[config.mk]
export PLATFORM = sky130hd
export DESIGN_NAME = chroma_key_fader
export DESIGN_NICKNAME = d
export VERILOG_FILES = /design/src/rtl/ckf_pkg.sv /design/src/rtl/ckf_fmt_conv.sv /design/src/rtl/ckf_key_match.sv /design/src/rtl/ckf_blend_lane.sv /design/src/rtl/chroma_key_fader.sv
export SDC_FILE = /design/constraint.sdc
export NUM_CORES = 1
export LEC_CHECK = 0
export ABC_AREA = 1
export ABC_CLOCK_PERIOD_IN_PS = 6500
export BUFFER_PORTS_ARGS = -buffer_cell sky130_fd_sc_hd__buf_2
export CORE_AREA = 2 2 208 251
export DETAILED_ROUTE_END_ITERATION = 10
export DIE_AREA = 0 0 210 253
export GPL_TIMING_DRIVEN = 0
export PLACE_DENSITY = 0.65
export SETUP_SLACK_MARGIN = 0.2
export SLEW_MARGIN = 20
export SYNTH_ARGS = -nofsm -noshare
export SYNTH_HDL_FRONTEND = slang
export SYNTH_SLANG_ARGS = --single-unit
[constraint.sdc]
create_clock -name clk_i -period 6.5 [get_ports clk_i]
set_input_delay 1.3 -clock clk_i [delete_from_list [all_inputs] [get_ports clk_i]]
set_output_delay 1.3 -clock clk_i [all_outputs]
set_load 0.01 [all_outputs]
[src/rtl/ckf_pkg.sv]
package ckf_pkg;
  localparam int unsigned COMPS        = 3;        // lane 0 = Y, 1 = U, 2 = V
  localparam int unsigned LIMS_PER_KEY = 2 * COMPS; // low/high per lane

  function automatic int unsigned lim_index(input int unsigned comp, input int unsigned hi);
    return comp * 2 + hi;
  endfunction

  function automatic int unsigned fade_addr(input int unsigned nkeys, input int unsigned key);
    return nkeys * LIMS_PER_KEY + key;
  endfunction

  function automatic int unsigned fmt_addr(input int unsigned nkeys);
    return nkeys * (LIMS_PER_KEY + 1);
  endfunction
endpackage

[src/rtl/ckf_fmt_conv.sv]
module ckf_fmt_conv
  import ckf_pkg::*;
#(
  parameter int unsigned DATA_W = 8
) (
  input  logic [COMPS-1:0][DATA_W-1:0] raw_i,
  input  logic                         straight_i,
  output logic [COMPS-1:0][DATA_W-1:0] ofs_o
);
  for (genvar c = 0; c < COMPS; c++) begin : g_lane
    assign ofs_o[c] = {raw_i[c][DATA_W-1] ^ ~straight_i, raw_i[c][DATA_W-2:0]};
  end
endmodule

[src/rtl/ckf_key_match.sv]
module ckf_key_match
  import ckf_pkg::*;
#(
  parameter int unsigned DATA_W = 8
) (
  input  logic [COMPS-1:0][DATA_W-1:0]        pix_i,
  input  logic [LIMS_PER_KEY-1:0][DATA_W-1:0] lim_i,
  output logic                                hit_o
);
  logic [COMPS-1:0] in_win;

  for (genvar c = 0; c < COMPS; c++) begin : g_win
    assign in_win[c] = (pix_i[c] >= lim_i[lim_index(c, 0)]) &&
                       (pix_i[c] <= lim_i[lim_index(c, 1)]);
  end

  assign hit_o = &in_win;
endmodule

[src/rtl/ckf_blend_lane.sv]
module ckf_blend_lane #(
  parameter int unsigned DATA_W = 8,
  parameter int unsigned FADE_W = 6
) (
  input  logic              clk_i,
  input  logic              rst_ni,
  input  logic              mul_en_i,
  input  logic              sum_en_i,
  input  logic [DATA_W-1:0] mpeg_i,
  input  logic [DATA_W-1:0] vid_i,
  input  logic [FADE_W:0]   w_i,
  output logic [DATA_W-1:0] mix_o
);
  localparam int unsigned    PROD_W = DATA_W + FADE_W;
  localparam logic [FADE_W:0] W_FULL = (FADE_W+1)'(1) << FADE_W;
  localparam logic [PROD_W-1:0] HALF = PROD_W'(1) << (FADE_W - 1);

  logic [FADE_W:0]     w_inv;
  logic [PROD_W-1:0]   pv_q, pm_q, sum;
  logic [DATA_W-1:0]   mix_q;

  assign w_inv = W_FULL - w_i;
  // w*v + (full-w)*m <= full*(2^DATA_W-1), so half-LSB rounding cannot carry out
  assign sum   = pv_q + pm_q + HALF;

  always_ff @(posedge clk_i or negedge rst_ni) begin
    if (!rst_ni) begin
      pv_q  <= '0;
      pm_q  <= '0;
      mix_q <= '0;
    end else begin
      if (mul_en_i) begin
        pv_q <= PROD_W'(w_i) * PROD_W'(vid_i);
        pm_q <= PROD_W'(w_inv) * PROD_W'(mpeg_i);
      end
      if (sum_en_i) mix_q <= DATA_W'(sum >> FADE_W);
    end
  end

  assign mix_o = mix_q;
endmodule

[src/rtl/chroma_key_fader.sv]
module chroma_key_fader
  import ckf_pkg::*;
#(
  parameter int unsigned DATA_W   = 8,
  parameter int unsigned FADE_W   = 6,
  parameter int unsigned NUM_KEYS = 2,
  parameter int unsigned ADDR_W   = $clog2(NUM_KEYS * (LIMS_PER_KEY + 1) + 1)
) (
  input  logic              clk_i,
  input  logic              rst_ni,
  input  logic              cfg_we_i,
  input  logic [ADDR_W-1:0] cfg_addr_i,
  input  logic [DATA_W-1:0] cfg_wdata_i,
  input  logic              pix_valid_i,
  input  logic [DATA_W-1:0] mpeg_y_i,
  input  logic [DATA_W-1:0] mpeg_u_i,
  input  logic [DATA_W-1:0] mpeg_v_i,
  input  logic [DATA_W-1:0] vid_y_i,
  input  logic [DATA_W-1:0] vid_u_i,
  input  logic [DATA_W-1:0] vid_v_i,
  output logic              pix_valid_o,
  output logic [DATA_W-1:0] mix_y_o,
  output logic [DATA_W-1:0] mix_u_o,
  output logic [DATA_W-1:0] mix_v_o
);
  localparam logic [DATA_W-1:0] LIM_RST  = DATA_W'(1) << (DATA_W - 1);
  localparam logic [ADDR_W-1:0] FMT_ADDR = ADDR_W'(fmt_addr(NUM_KEYS));

  typedef logic [COMPS-1:0][DATA_W-1:0] pix_t;

  // configuration
  logic [NUM_KEYS-1:0][LIMS_PER_KEY-1:0][DATA_W-1:0] lim_q;
  logic [NUM_KEYS-1:0][FADE_W-1:0]                   fade_q;
  logic                                              fmt_mpeg_sb_q, fmt_vid_sb_q;

  always_ff @(posedge clk_i or negedge rst_ni) begin
    if (!rst_ni) begin
      for (int k = 0; k < NUM_KEYS; k++) begin
        for (int j = 0; j < LIMS_PER_KEY; j++) lim_q[k][j] <= LIM_RST;
        fade_q[k] <= '1;
      end
      fmt_mpeg_sb_q <= 1'b1;
      fmt_vid_sb_q  <= 1'b1;
    end else if (cfg_we_i) begin
      for (int k = 0; k < NUM_KEYS; k++) begin
        for (int j = 0; j < LIMS_PER_KEY; j++) begin
          if (cfg_addr_i == ADDR_W'(k * LIMS_PER_KEY + j)) lim_q[k][j] <= cfg_wdata_i;
        end
        if (cfg_addr_i == ADDR_W'(fade_addr(NUM_KEYS, k))) fade_q[k] <= cfg_wdata_i[FADE_W-1:0];
      end
      if (cfg_addr_i == FMT_ADDR) begin
        fmt_mpeg_sb_q <= cfg_wdata_i[0];
        fmt_vid_sb_q  <= cfg_wdata_i[1];
      end
    end
  end

  // stage 0: format conversion and key compare
  pix_t mpeg_raw, vid_raw, mpeg_ofs, vid_ofs;
  logic [NUM_KEYS-1:0] hit;

  assign mpeg_raw = {mpeg_v_i, mpeg_u_i, mpeg_y_i};
  assign vid_raw  = {vid_v_i, vid_u_i, vid_y_i};

  ckf_fmt_conv #(.DATA_W(DATA_W)) u_conv_mpeg (
    .raw_i(mpeg_raw), .straight_i(fmt_mpeg_sb_q), .ofs_o(mpeg_ofs)
  );
  ckf_fmt_conv #(.DATA_W(DATA_W)) u_conv_vid (
    .raw_i(vid_raw), .straight_i(fmt_vid_sb_q), .ofs_o(vid_ofs)
  );

  for (genvar k = 0; k < NUM_KEYS; k++) begin : g_key
    ckf_key_match #(.DATA_W(DATA_W)) u_match (
      .pix_i(mpeg_ofs), .lim_i(lim_q[k]), .hit_o(hit[k])
    );
  end

  // stage 1: captured pixel, hits and a snapshot of the fades
  logic                            s1_valid;
  pix_t                            s1_mpeg, s1_vid;
  logic [NUM_KEYS-1:0]             s1_hit;
  logic [NUM_KEYS-1:0][FADE_W-1:0] s1_fade;
  logic [FADE_W:0]                 s1_w;
  logic                            s2_valid, s3_valid;

  always_ff @(posedge clk_i or negedge rst_ni) begin
    if (!rst_ni) begin
      s1_valid <= 1'b0;
      s1_mpeg  <= '0;
      s1_vid   <= '0;
      s1_hit   <= '0;
      s1_fade  <= '0;
      s2_valid <= 1'b0;
      s3_valid <= 1'b0;
    end else begin
      s1_valid <= pix_valid_i;
      s2_valid <= s1_valid;
      s3_valid <= s2_valid;
      if (pix_valid_i) begin
        s1_mpeg <= mpeg_ofs;
        s1_vid  <= vid_ofs;
        s1_hit  <= hit;
        s1_fade <= fade_q;
      end
    end
  end

  // lowest-numbered key wins; no hit gives weight 0, i.e. pure foreground
  always_comb begin
    s1_w = '0;
    for (int k = NUM_KEYS - 1; k >= 0; k--) begin
      if (s1_hit[k]) s1_w = {1'b0, s1_fade[k]} + (FADE_W+1)'(s1_fade[k][FADE_W-1]);
    end
  end

  // stages 2 and 3: per-lane multiply, then round and scale
  pix_t mix;

  for (genvar c = 0; c < COMPS; c++) begin : g_lane
    ckf_blend_lane #(.DATA_W(DATA_W), .FADE_W(FADE_W)) u_lane (
      .clk_i   (clk_i),
      .rst_ni  (rst_ni),
      .mul_en_i(s1_valid),
      .sum_en_i(s2_valid),
      .mpeg_i  (s1_mpeg[c]),
      .vid_i   (s1_vid[c]),
      .w_i     (s1_w),
      .mix_o   (mix[c])
    );
  end

  assign pix_valid_o = s3_valid;
  assign mix_y_o     = mix[0];
  assign mix_u_o     = mix[1];
  assign mix_v_o     = mix[2];
endmodule

# --- Yosys cells after proc, flatten, opt, wreduce, memory -nomap -nowiden ---
# Cells that the tools add are included.
word_totals:
  out_inout_bits: 25
  inputBits: 64
  word_cells: 112
  register_bits: 283
classes:
  mux: 2
  addsub: 9
  n_lt_le_gt_ge: 12
  eq_ne: 14
  n_mul: 6
  reduce_logical: 24
  bitwise: 8
ops:
  columns: ["cell", "count"]
  rows:
  - ["multiplier 7 x 8 -> 14 bit", 6]
  - [">= comparator 8 bit", 6]
  - ["less-or-equal comparator 8 bit", 6]
  - ["adder 14 bit", 3]
  - ["adder 14 x 6 -> 14 bit (second input constant)", 3]
  - ["AND reduction 2 bit", 15]
  - ["equality test 4 bit (second input constant)", 7]
  - ["equality test 4 x 3 -> 1 bit (second input constant)", 4]
  - ["adder 6 x 1 -> 7 bit", 2]
  - ["two-way mux 7 bit", 2]
  - ["equality test 4 x 2 -> 1 bit (second input constant)", 2]
  - ["subtractor 7 bit (first input constant)", 1]
  - ["logical AND 1 bit", 6]
  - ["AND reduction 3 bit", 2]
  - ["bitwise XOR 1 bit", 6]
  - ["equality test 4 x 1 -> 1 bit (second input constant)", 1]
  - ["logical NOT 4 bit", 1]
  - ["NOT 1 bit", 2]

# --- Logic depth before layout (Yosys ltp) ---
# Gate-level depths: netlist (run 1).
logic_depth:
  word_depth: 5
  mapped_depth: 33
  depth_no_buf: 32

# --- Cells and area by module ---
# Synthesis (run 1) repeated with hierarchy kept, for this count alone.
hier_totals:
  cells_unflattened: 3632
  area_unflattened_um2: 27580.2
by_module_without_submodules:
  columns: ["mod", "area_per_inst_um2", "cells_per_inst", "seq_area_each_um2", "n_inst"]
  rows:
  - ["chroma_key_fader", 6791.5, 618, 4411.7, 1]
  - ["ckf_blend_lane (g_lane[2].u_lane)", 5970.7, 842, 900.9, 1]
  - ["ckf_blend_lane (g_lane[1].u_lane)", 5921.9, 838, 900.9, 1]
  - ["ckf_blend_lane (g_lane[0].u_lane)", 5905.7, 840, 900.9, 1]
  - ["ckf_key_match", 1288.7, 213, 0.0, 2]
  - ["ckf_fmt_conv", 206.4, 34, 0.0, 2]

# --- Least setup slack after synthesis (run 1) ---
# OpenSTA, ideal clock, no wires.
synth_timing:
  path_kind: "flip-flop to flip-flop"
  from: "register s1_fade[5] in the netlist's numbering"
  to: "register g_lane[2].u_lane.pm_q[12]"
  t_arrival_ns: 5.787
  required_ns: 6.383
  setup_slack_ns: 0.596
  path_stages_with_launch: 31
  path_buffers: 1
  synth_period_minus_slack_ns: 5.904
  setup_ns: 0.117
  path_cell_list: "dfrtp_1 -> ha_1 -> inv_1 -> o22ai_2 -> clkinv_1 -> clkbuf_1 -> ha_1 -> nand3_2 -> nor2_4 -> nand2_2 -> nand2_1 -> inv_1 -> nand2_1 -> fa_1 -> fa_1 -> inv_1 -> fa_1 -> inv_1 -> fa_1 -> inv_1 -> ha_1 -> nand2_1 -> inv_1 -> a21oi_1 -> o21ai_0 -> nand2_1 -> nand2_1 -> a21oi_1 -> or2_2 -> nand3_1 -> nand2_1"
synth_via:
  elab_chain_cells: 4
synth_rtl:
  columns: ["element", "line_no", "source"]
  rows:
  - ["from (decl)", "chroma_key_fader.sv:82", "logic [NUM_KEYS-1:0][FADE_W-1:0] s1_fade;"]
  - ["from (signal assigned)", "chroma_key_fader.sv:103", "s1_fade <= fade_q;"]
  - ["adder 6 x 1 -> 7 bit", "chroma_key_fader.sv:112", "if (s1_hit[k]) s1_w = {1'b0, s1_fade[k]} + (FADE_W+1)'(s1_fade[k][FADE_W-1]);"]
  - ["two-way mux 7 bit", "chroma_key_fader.sv:112", null]
  - ["subtractor 7 bit", "ckf_blend_lane.sv:22", "assign w_inv = W_FULL - w_i;"]
  - ["multiplier 7 x 8 -> 14 bit", "ckf_blend_lane.sv:34", "pm_q <= PROD_W'(w_inv) * PROD_W'(mpeg_i);"]
  - ["to (signal assigned)", "ckf_blend_lane.sv:34", null]
  - ["to (decl)", "ckf_blend_lane.sv:19", "logic [PROD_W-1:0] pv_q, pm_q, sum;"]
# Every way passes these cells.
# A chain may end at the register's enable or synchronous reset.

# --- Worst setup path after layout (run 1) ---
layout_timing:
  from: "register s1_hit[0]"
  to: "register g_lane[2].u_lane.pm_q[12]"
layout_via:
  elab_chain_cells: 3
layout_rtl:
  columns: ["element", "line_no", "source"]
  rows:
  - ["from (decl)", "chroma_key_fader.sv:81", "logic [NUM_KEYS-1:0] s1_hit;"]
  - ["from (signal assigned)", "chroma_key_fader.sv:102", "s1_hit <= hit;"]
  - ["two-way mux 7 bit", "chroma_key_fader.sv:112", null]
  - ["subtractor 7 bit", "ckf_blend_lane.sv:22", null]
  - ["multiplier 7 x 8 -> 14 bit", "ckf_blend_lane.sv:34", null]
# Every way passes these cells.

==> results, run 1 <==
- The run finished, with violations left.
- The final reports fail on antenna rules.
- Counting the fill cells in the layout gives ~4.8k.
- After detailed routing, the number of remaining DRC violations is 0.
- Between clock sinks in the finished design, the worst skew comes to about 0.022 ns.
- The leakage power is 0.0148 µW.
- The routed layout has 20.6k vias.
- The deepest level of the CTS H-tree is 2.
- The number of cells produced by synthesis is ~3k.
- Among cell families on the critical path, the largest total delay comes from adder cells.
- The launching element type of the critical path is a flop.
- The total overflow left after global routing is 0.
- The path class of the tightest hold or removal check is flop to flop.
- The die is 210 µm wide.
- The multi-input combinational cell area is roughly 16000 µm².
- At the end of routability-driven placement, the weighted congestion stood at between 0.9 and 1.
- The site row count is 91.
- The number of antenna violations at the first check in global routing is 2.
- The most instantiated flip-flop cell in the synthesis netlist is sky130_fd_sc_hd__dfrtp_1.
- The half-perimeter wire length after placement is about 55000 µm.
- The ratio of routed vias to standard cells is 5.31.
- The TritonCTS sink count is 283.
- Counting every net in the synthesized netlist gives 3653.
- The maximum resistive drop on vdd is 231 µV.
- The distinct cell type count after synthesis is roughly 50.
- The number of endpoints with negative hold slack in the final report is 0.
- For this configuration, the core starts out at a cell density of 49.2%.
- The cell sitting at the root of the clock tree is a sky130_fd_sc_hd__clkbuf_16.
- For the pin with the worst max-slew slack, the measured transition is roughly 0.9 ns.
- The total CTS buffers is 35.
- The post-synthesis sequential element count is 283.
- Measured against its own limit, the worst slew margin works out to between 30% and 40%.
- In this run the tool buffered the top-level ports with 86 buffer cells.
- In the global route stage, met2 resource usage came out at approximately 47%.
- The layer flagged by global routing as most heavily used is met2.
- The post-place setup slack is -0.956 ns.
- Setup repair after global routing left no endpoint under its margin.
- The first global-routing pass estimated 108000 µm of wire.
- The number of buffer and inverter stages on the critical path is 9.
- The die covers between 50000 and 60000 µm².
- The total power density per cell area is between 200 and 300 nW/µm².
- After detailed placement, the total cell area comes to approximately 26000 µm².
- The worst setup path is captured at a flop.
- The critical setup path kind is flop to flop.
- For this run, the slowest stage of the critical path takes 0.55 ns.
- Counting stages on the worst path, the most repeated cell is sky130_fd_sc_hd__nand2_1.
- After the flow finishes, the layout carries non-filler instances totaling between 3k and 4k.
- The highest attainable clock frequency is 167 MHz.
- The met1 usage in global routing is 30.5%.
- The fraction of final layout cells with drive strength greater than 1 is 7.98%.
- Setup violations remaining at the end of the flow were counted as 0.
- The worst endpoint required time is approximately 7 ns.
- The routed length per placed instance is 17.4 µm.
- The number of detailed-routing iterations run before antenna repair is 5.
- Of all flip-flops after synthesis, the portion carrying an async set or reset was 100%.
- Along the worst path, the maximum fanout reaches 10.
- The clock passes through at most 3 buffers.
- The global-route usage over all layers is 26.0%.
- The Yosys step of the flow raised 0 warnings.
- The slowest stage of the critical path belongs to the cell sky130_fd_sc_hd__fa_1.
- The layout-stage area growth over the synthesis result is 10.5%.
- The via count of the first global-routing pass is 21.0k.
- At the later pin of the worst-skew pair, clock insertion delay measures 0.55 ns.
- The final-report max-slew violation count is 0.
- The max-cap violation count is 0.
- The routed wire length is 67500 µm.
- 89 I/O pins were placed.
- Clock-pin slew was measured on the worst setup and hold paths at roughly 0.060 ns.
- After the first detailed-routing iteration, the DRC count stood at 1199.
- The clock period minus worst slack is 5.99 ns.
- Across all setup checks in the final design, the least slack found is slightly above 0.5 ns.
- Counting flops with a built-in enable in the synthesized netlist gives 0.
- The part of the cycle the worst path needs is 92.1%.
- The region available for standard cell placement spans 50900 µm².
- The arrival time at the worst endpoint is between 6 and 7 ns.
- After synthesis the cells add up to 25000 µm².
- In this run the remaining antenna-violating nets after routing total 1.
- The share of synthesized area occupied by flip-flops and latches is 28.4%.
- After routing the design area is 27700 µm².
- In the global route stage, met3 resource usage came out at under 10%.
- Entering global routing, the biggest net connects 95 pins.
- The area taken by flip-flops and latches is 7110 µm².
- Once placement completed, the tool counted placed cells totaling around 3.8k.
- The CTS tree is yes.
- The mean instance size in the synthesized netlist is 8.16 µm².
- The y dimension of the die is 253 µm.
- The final layout contains 3786 nets.
==> synthesized netlist by cell type, drive strengths merged, types with 3 or more instances <==
cell type    n  area share (%)
ha         356              18
o2111ai      8            0.28
o21bai       9            0.29
nand2      691              10
nand3      100             2.1
a31oi       31            0.78
xnor2       42             1.5
fa         168              13
clkbuf      58            0.87
xor2        35             1.2
nand4       25            0.65
a21oi      136             2.7
a211oi       7            0.21
o31ai        3           0.090
inv        518             7.8
a21o        16            0.48
dfstp       26             2.7
nor3        10            0.22
dfrtp      257              26
buf         20            0.48
or2         11            0.28
o21ai      262             5.2
nor2       253             4.0
o22ai        6            0.23
clkinv       4           0.065
o21a         3           0.090
==> layout by cell type, fill, tap and decap left out, types with 5 or more instances in the layout <==
master	n
sky130_fd_sc_hd__nand2_1	683
sky130_fd_sc_hd__inv_1	510
sky130_fd_sc_hd__ha_1	353
sky130_fd_sc_hd__o21ai_0	258
sky130_fd_sc_hd__dfrtp_1	257
sky130_fd_sc_hd__nor2_1	240
sky130_fd_sc_hd__fa_1	168
sky130_fd_sc_hd__a21oi_1	135
sky130_fd_sc_hd__nand3_1	94
sky130_fd_sc_hd__buf_2	93
sky130_fd_sc_hd__clkbuf_1	60
sky130_fd_sc_hd__xnor2_1	42
sky130_fd_sc_hd__clkbuf_16	35
sky130_fd_sc_hd__xor2_1	34
sky130_fd_sc_hd__a31oi_1	30
sky130_fd_sc_hd__dfstp_2	26
sky130_fd_sc_hd__nand4_1	24
sky130_fd_sc_hd__a21o_1	16
sky130_fd_sc_hd__clkbuf_8	12
sky130_fd_sc_hd__or2_2	11
sky130_fd_sc_hd__buf_4	9
sky130_fd_sc_hd__clkinv_2	9
sky130_fd_sc_hd__nor2_2	9
sky130_fd_sc_hd__nor3_1	9
sky130_fd_sc_hd__o2111ai_1	8
sky130_fd_sc_hd__o21bai_1	8
sky130_fd_sc_hd__a211oi_1	7
sky130_fd_sc_hd__nand2_2	6
sky130_fd_sc_hd__nand3_2	6
sky130_fd_sc_hd__diode_2	5
==> where the power goes <==
group | switching (µW) | internal [µW]
logic | 2330 | 1440
clock network | 778 | 1160
registers | 276 | 2190
==> layout make-up <==
type	instances	area share [%]
Clock buffer	50	3.80
Tap cell	651	2.95
Clock inverter	10	0.299
Inverter	522	7.15
Buffer	78	1.29
Antenna cell	5	0.0452
Multi-Input combinational cell	2182	56.7
Timing Repair Buffer	96	2.08
Sequential cell	283	25.7
==> sequential cells by signal, indices dropped and copies added, names as in the netlist <==
signal               count
g_lane.u_lane.mix_o     24
fade_q                  12
fmt_mpeg_sb_q            1
s1_hit                   2
s1_fade                 12
g_lane.u_lane.pm_q      42
fmt_vid_sb_q             1
pix_valid_o              1
s1_valid                 1
s2_valid                 1
lim_q                   96
s1_vid                  24
s1_mpeg                 24
g_lane.u_lane.pv_q      42
==> per-layer routing <==
metal  part of all wire, %  vias to the layer above  routed length (µm)
met4                   5.3                        2                3580
met1                    40                     9879               27200
met3                   4.1                      158                2750
li1                      -                    10000                   -
met2                    50                      501               33900
met5                 0.016                        -                  11
==> what timing repair did <==
item / 4_1_cts / 5_1_grt
hold buffers: 0 / 0
gates cloned: 0 / 0
endpoints found under the hold margin: 0 / 0
pin swaps: 2 / 2
resized for setup: 10 / 22
buffers inserted: 3 / 4
setup endpoints to repair: 26 / 18
==> metrics by stage <==
stage | hold slack, ns | power (µW) | setup TNS [ns] | utilization, %
global placement | 0.449 | 6080 | -298.46 | 51.6
finish | 0.471 | 8170 | 0 | 54.3
detailed placement | 0.451 | 6190 | -11.50 | 51.8
global route | 0.493 | 8910 | 0 | 54.3
floorplan | 0.372 | 5090 | 0 | -
CTS | 0.471 | 8220 | 0 | 54.1
==> path summary, 6_finish.rpt <==
check	startpoint	endpoint	slack, ns	cells past startpoint
worst min register to register	s2_valid	pix_valid_o	0.47	0
worst min-delay path	s2_valid	pix_valid_o	0.47	0
worst max register to register	s1_hit[0]	g_lane[2].u_lane.pm_q[12]	0.51	32
min in group asynchronous	rst_ni	lim_q[58]	0.63	1
worst max-delay path	s1_hit[0]	g_lane[2].u_lane.pm_q[12]	0.51	32
max in group asynchronous	rst_ni	g_lane[1].u_lane.pm_q[10]	4.64	3
==> logic make-up (layout without fill, tap and decap cells) <==
kind of cell	Yosys count	count (layout)	synth area share [%]
compound gates	488	488	10.6
other cells	0	5	0
simple gates	1093	1093	17.8
fa+ha+maj	524	524	31.2
buf+inv	600	756	9.19
xor+xnor	77	77	2.70
flops	283	283	28.4
Power figures use the tool's default switching activity.
==> run 2, diff against run 1 <==
--- a/config.mk
+++ b/config.mk
@@ -11,7 +11,7 @@
 export CORE_AREA = 2 2 208 251
 export DETAILED_ROUTE_END_ITERATION = 10
 export DIE_AREA = 0 0 210 253
-export GPL_TIMING_DRIVEN = 0
+export GPL_TIMING_DRIVEN = 1
 export PLACE_DENSITY = 0.65
 export SETUP_SLACK_MARGIN = 0.2
 export SLEW_MARGIN = 20
==> run 2 against run 1 <==
The run now ends clean. Critical path depth fell by 8. Routed wire length is 5.1% lower. Clock skew fell by 0.0056 ns. Die area unchanged. Setup slack improved by 0.042 ns. Cell area shrank 1.2%. Via count decreased by 1.8%. Combinational power decreased by 3%. Global-route usage decreased by 0.93 points. Hold slack gained 0.0063 ns. Clock power rose by 6%. Non-clock buffer count decreased by 66. Critical endpoint is now g_lane[1].u_lane.pm_q[11]. Highest routed layer is now met4.
==> results, run 2 (synthesis gave the netlist of run 1 again) <==
- The number of endpoints with negative hold slack in the final report was 0 (unchanged).
- The maximum resistive drop on vdd is 200 µV (-13%).
- The total number of vias is 20.2k (-1.8%).
- The via count of the first global-routing pass was 20.6k (-1.6%).
- The final net count is 3720 (-1.7%).
- The y dimension of the die was 253 µm (unchanged).
- The residual antenna-violating net count after detailed routing is 0 (-1).
- The number of detailed-routing iterations run before antenna repair is 6 (+1).
- The multi-input combinational cell area came to 15600 µm² (-0.32%).
- The number of port buffers is 88 (+2.3%).
- The relative slew slack is 31.3% (-8.4 points).
- The arrival time at the worst endpoint is 6.41 ns (about the same).
- The clock insertion delay at the later pin of the skew report came to 0.55 ns (about the same).
- The number of antenna violations at the first check in global routing was 0 (-2).
- The area of the core region came to 50900 µm² (unchanged).
- The met1 usage in global routing came to 31.2% (+0.66 points).
- The largest registers in the layout are lim_q (96), g_lane.u_lane.pm_q (42), g_lane.u_lane.pv_q (42).
- The post-route core utilization is 53.7% (-0.65 points).
- The slew at the pin closest to its max-slew limit is 1.03 ns (+0.138 ns).
- The total CTS buffers is 35 (unchanged).
- The largest net degree at the start of global routing is 135 (+42%).
- The largest individual stage delay along the critical path comes from the cell sky130_fd_sc_hd__xor2_2.
- The number of buffers inserted for hold repair after clock tree synthesis is 0 (unchanged).
- The max-cap violation count is 0 (unchanged).
- The total negative setup slack is 0 ns (unchanged).
- The highest attainable clock frequency is 168 MHz (+0.71%).
- The longest individual stage delay on the worst path is 0.52 ns (-0.03 ns).
- The maximum buffer depth of the clock tree is 3 (unchanged).
- The worst clock skew is 0.0165 ns (-0.00557 ns).
- The site row count is 91 (unchanged).
- The routed wire length came to 64000 µm (-5.1%).
- The highest net fanout along the worst path is 10 (unchanged).
- The busiest layer in global routing is met2.
- The total power density per cell area came to 300 nW/µm² (+1.5%).
- The deepest level of the CTS H-tree is 2 (unchanged).
- The fraction of final layout cells with drive strength greater than 1 is 7.86% (-0.12 points).
- The most common cell after layout, fill and taps aside is sky130_fd_sc_hd__nand2_1.
- The routed length per placed instance is 16.8 µm (-3.4%).
- The final-report max-slew violation count was 0 (unchanged).
- The clock period minus worst slack was 5.95 ns (-0.0420 ns).
- The met2 usage came to 45.7% (-1.3 points).
- The diode insertion count for antenna repair is 0 (-5).
- The CTS tree is yes.
- The half-perimeter wire length after placement is 50800 µm (-7.3%).
- The TritonCTS sink count was 283 (unchanged).
- The die outline area is 53100 µm² (unchanged).
- The most numerous cell type found on the critical path is sky130_fd_sc_hd__inv_1.
- The met3 demand-to-capacity share in global routing is 2.46% (-0.57 points).
- The starting density of the core is 49.2% (unchanged).
- The flow ran to the end, and the final reports show no timing, DRC or antenna violations.
- The leakage power is 0.0147 µW (-0.79%).
- The endpoint type of the worst setup path is a flop.
- The die span in x came to 210 µm (unchanged).
- The I/O pin count is 89 (unchanged).
- The total of fill cells in the finished design is 4761 (-1.2%).
- The launching element type of the critical path is a flop.
- The total setup violations reported at the end of the flow was 0 (unchanged).
- The first-pass GRT wire length is 106000 µm (-2.3%).
- The area taken by flip-flops and latches was 7120 µm² (about the same).
- Relative to the synthesized area, the layout overhead comes to 9.22%.
- The detailed router's first-iteration violation count came to 1155 (-3.7%).
- The residual overflow from global routing came to 0 (unchanged).
- The clock tree root driver cell is sky130_fd_sc_hd__clkbuf_16.
- The worst endpoint required time is 6.96 ns (+0.03 ns).
- Leaving out fill and tap cells, the most frequent cells in the layout are sky130_fd_sc_hd__nand2_1, sky130_fd_sc_hd__inv_1, sky130_fd_sc_hd__ha_1.
- The worst hold path belongs to the class flop to flop.
- Setup repair after global routing could not meet its margin everywhere.
- The number of flip-flops in the largest register came to 96 (unchanged).
- The worst setup path is of the flop to flop kind.
- The ratio of routed vias to standard cells is 5.31 (about the same).
- The final weighted congestion in routability-driven placement is 0.923 (-2.0%).
- The clock edge transition at the registers on the reported setup and hold paths is 0.07 ns (about the same).
- The global-route usage over all layers is 25.1% (-0.93 points).
- The post-detailed-route DRC marker count is 0 (unchanged).
- The part of the cycle the worst path needs is 91.5% (-0.65 points).
- lim_q holds more flip-flops than any other register.
- The critical path goes through ha_1 -> ha_1 -> inv_1 -> o22ai_4 -> inv_2 -> ha_1 -> xor2_2 -> buf_4 -> nor2_1 -> fa_1 -> inv_1 -> fa_1 -> inv_1 -> fa_1 -> inv_1 -> fa_1 -> inv_1 -> ha_1 -> a21oi_1 -> o21ai_0 -> a21oi_1 -> o21bai_1 -> or2_2 -> a31oi_1.
-- run 2: power by group --
group	total, µW	switching [µW]	internal [µW]
combinational	3660	2260	1400
sequential	2470	286	2190
clock	2060	819	1240
-- run 2: worst paths after layout --
kind	start	to	slack, ns	depth (start not counted)
max	s1_fade[5]	g_lane[1].u_lane.pm_q[11]	0.55	24
min	g_lane[0].u_lane.pv_q[1]	g_lane[0].u_lane.pv_q[1]	0.48	2
max reg2reg	s1_fade[5]	g_lane[1].u_lane.pm_q[11]	0.55	24
min reg2reg	g_lane[0].u_lane.pv_q[1]	g_lane[0].u_lane.pv_q[1]	0.48	2
max in group asynchronous	rst_ni	s1_valid	4.42	2
min in group asynchronous	rst_ni	lim_q[58]	0.76	1
-- run 2: stage by stage --
step	hold WS (ns)	instances	power, µW	area [µm²]	worst slack [ns]
2_1_floorplan	0.372	3065	5090	25000	0.596
3_3_place_gp	0.461	3746	6020	26100	0.549
3_5_place_dp	0.466	3746	6140	26100	0.489
4_1_cts	0.479	3806	8270	27300	0.474
5_1_grt	0.505	3806	8960	27300	0.199
6_report	0.477	3806	8190	27300	0.554
-- run 2: final cells by class --
class / instances / area share, %
clock inverters: 18 / 0.898
multi-input cells: 2182 / 57.2
flip-flops and latches: 283 / 26.0
well taps: 651 / 2.98
repair buffers: 108 / 2.27
inverters: 522 / 7.19
clock buffers: 42 / 3.45
-- run 2: per-layer routing --
layer  vias up  routed length, µm
met1      9755              26800
li1       9908                  -
met3       114               2380
met4         0               1970
met2       433              32900
met5         -                  0
-- run 2: timing repair --
| item | 4_1_cts | 5_1_grt |
|---|---|---|
| gates resized for setup | 0 | 6 |
| endpoints found under the hold margin | 0 | 0 |
| setup buffers | 0 | 0 |
| endpoints found under the setup margin | 0 | 4 |
-- run 2: critical path: cells and delay by family, from the launching register on --
| family | cells | cell delay, ns |
|---|---|---|
| adders and majority gates | 8 | 3.07 |
| and+or+nand+nor | 2 | 0.35 |
| AOI/OAI and AO/OA | 6 | 0.91 |
| xor gates and xnor gates | 1 | 0.52 |
| buffers and inverters | 7 | 0.59 |
| DFF | 1 | 0.42 |
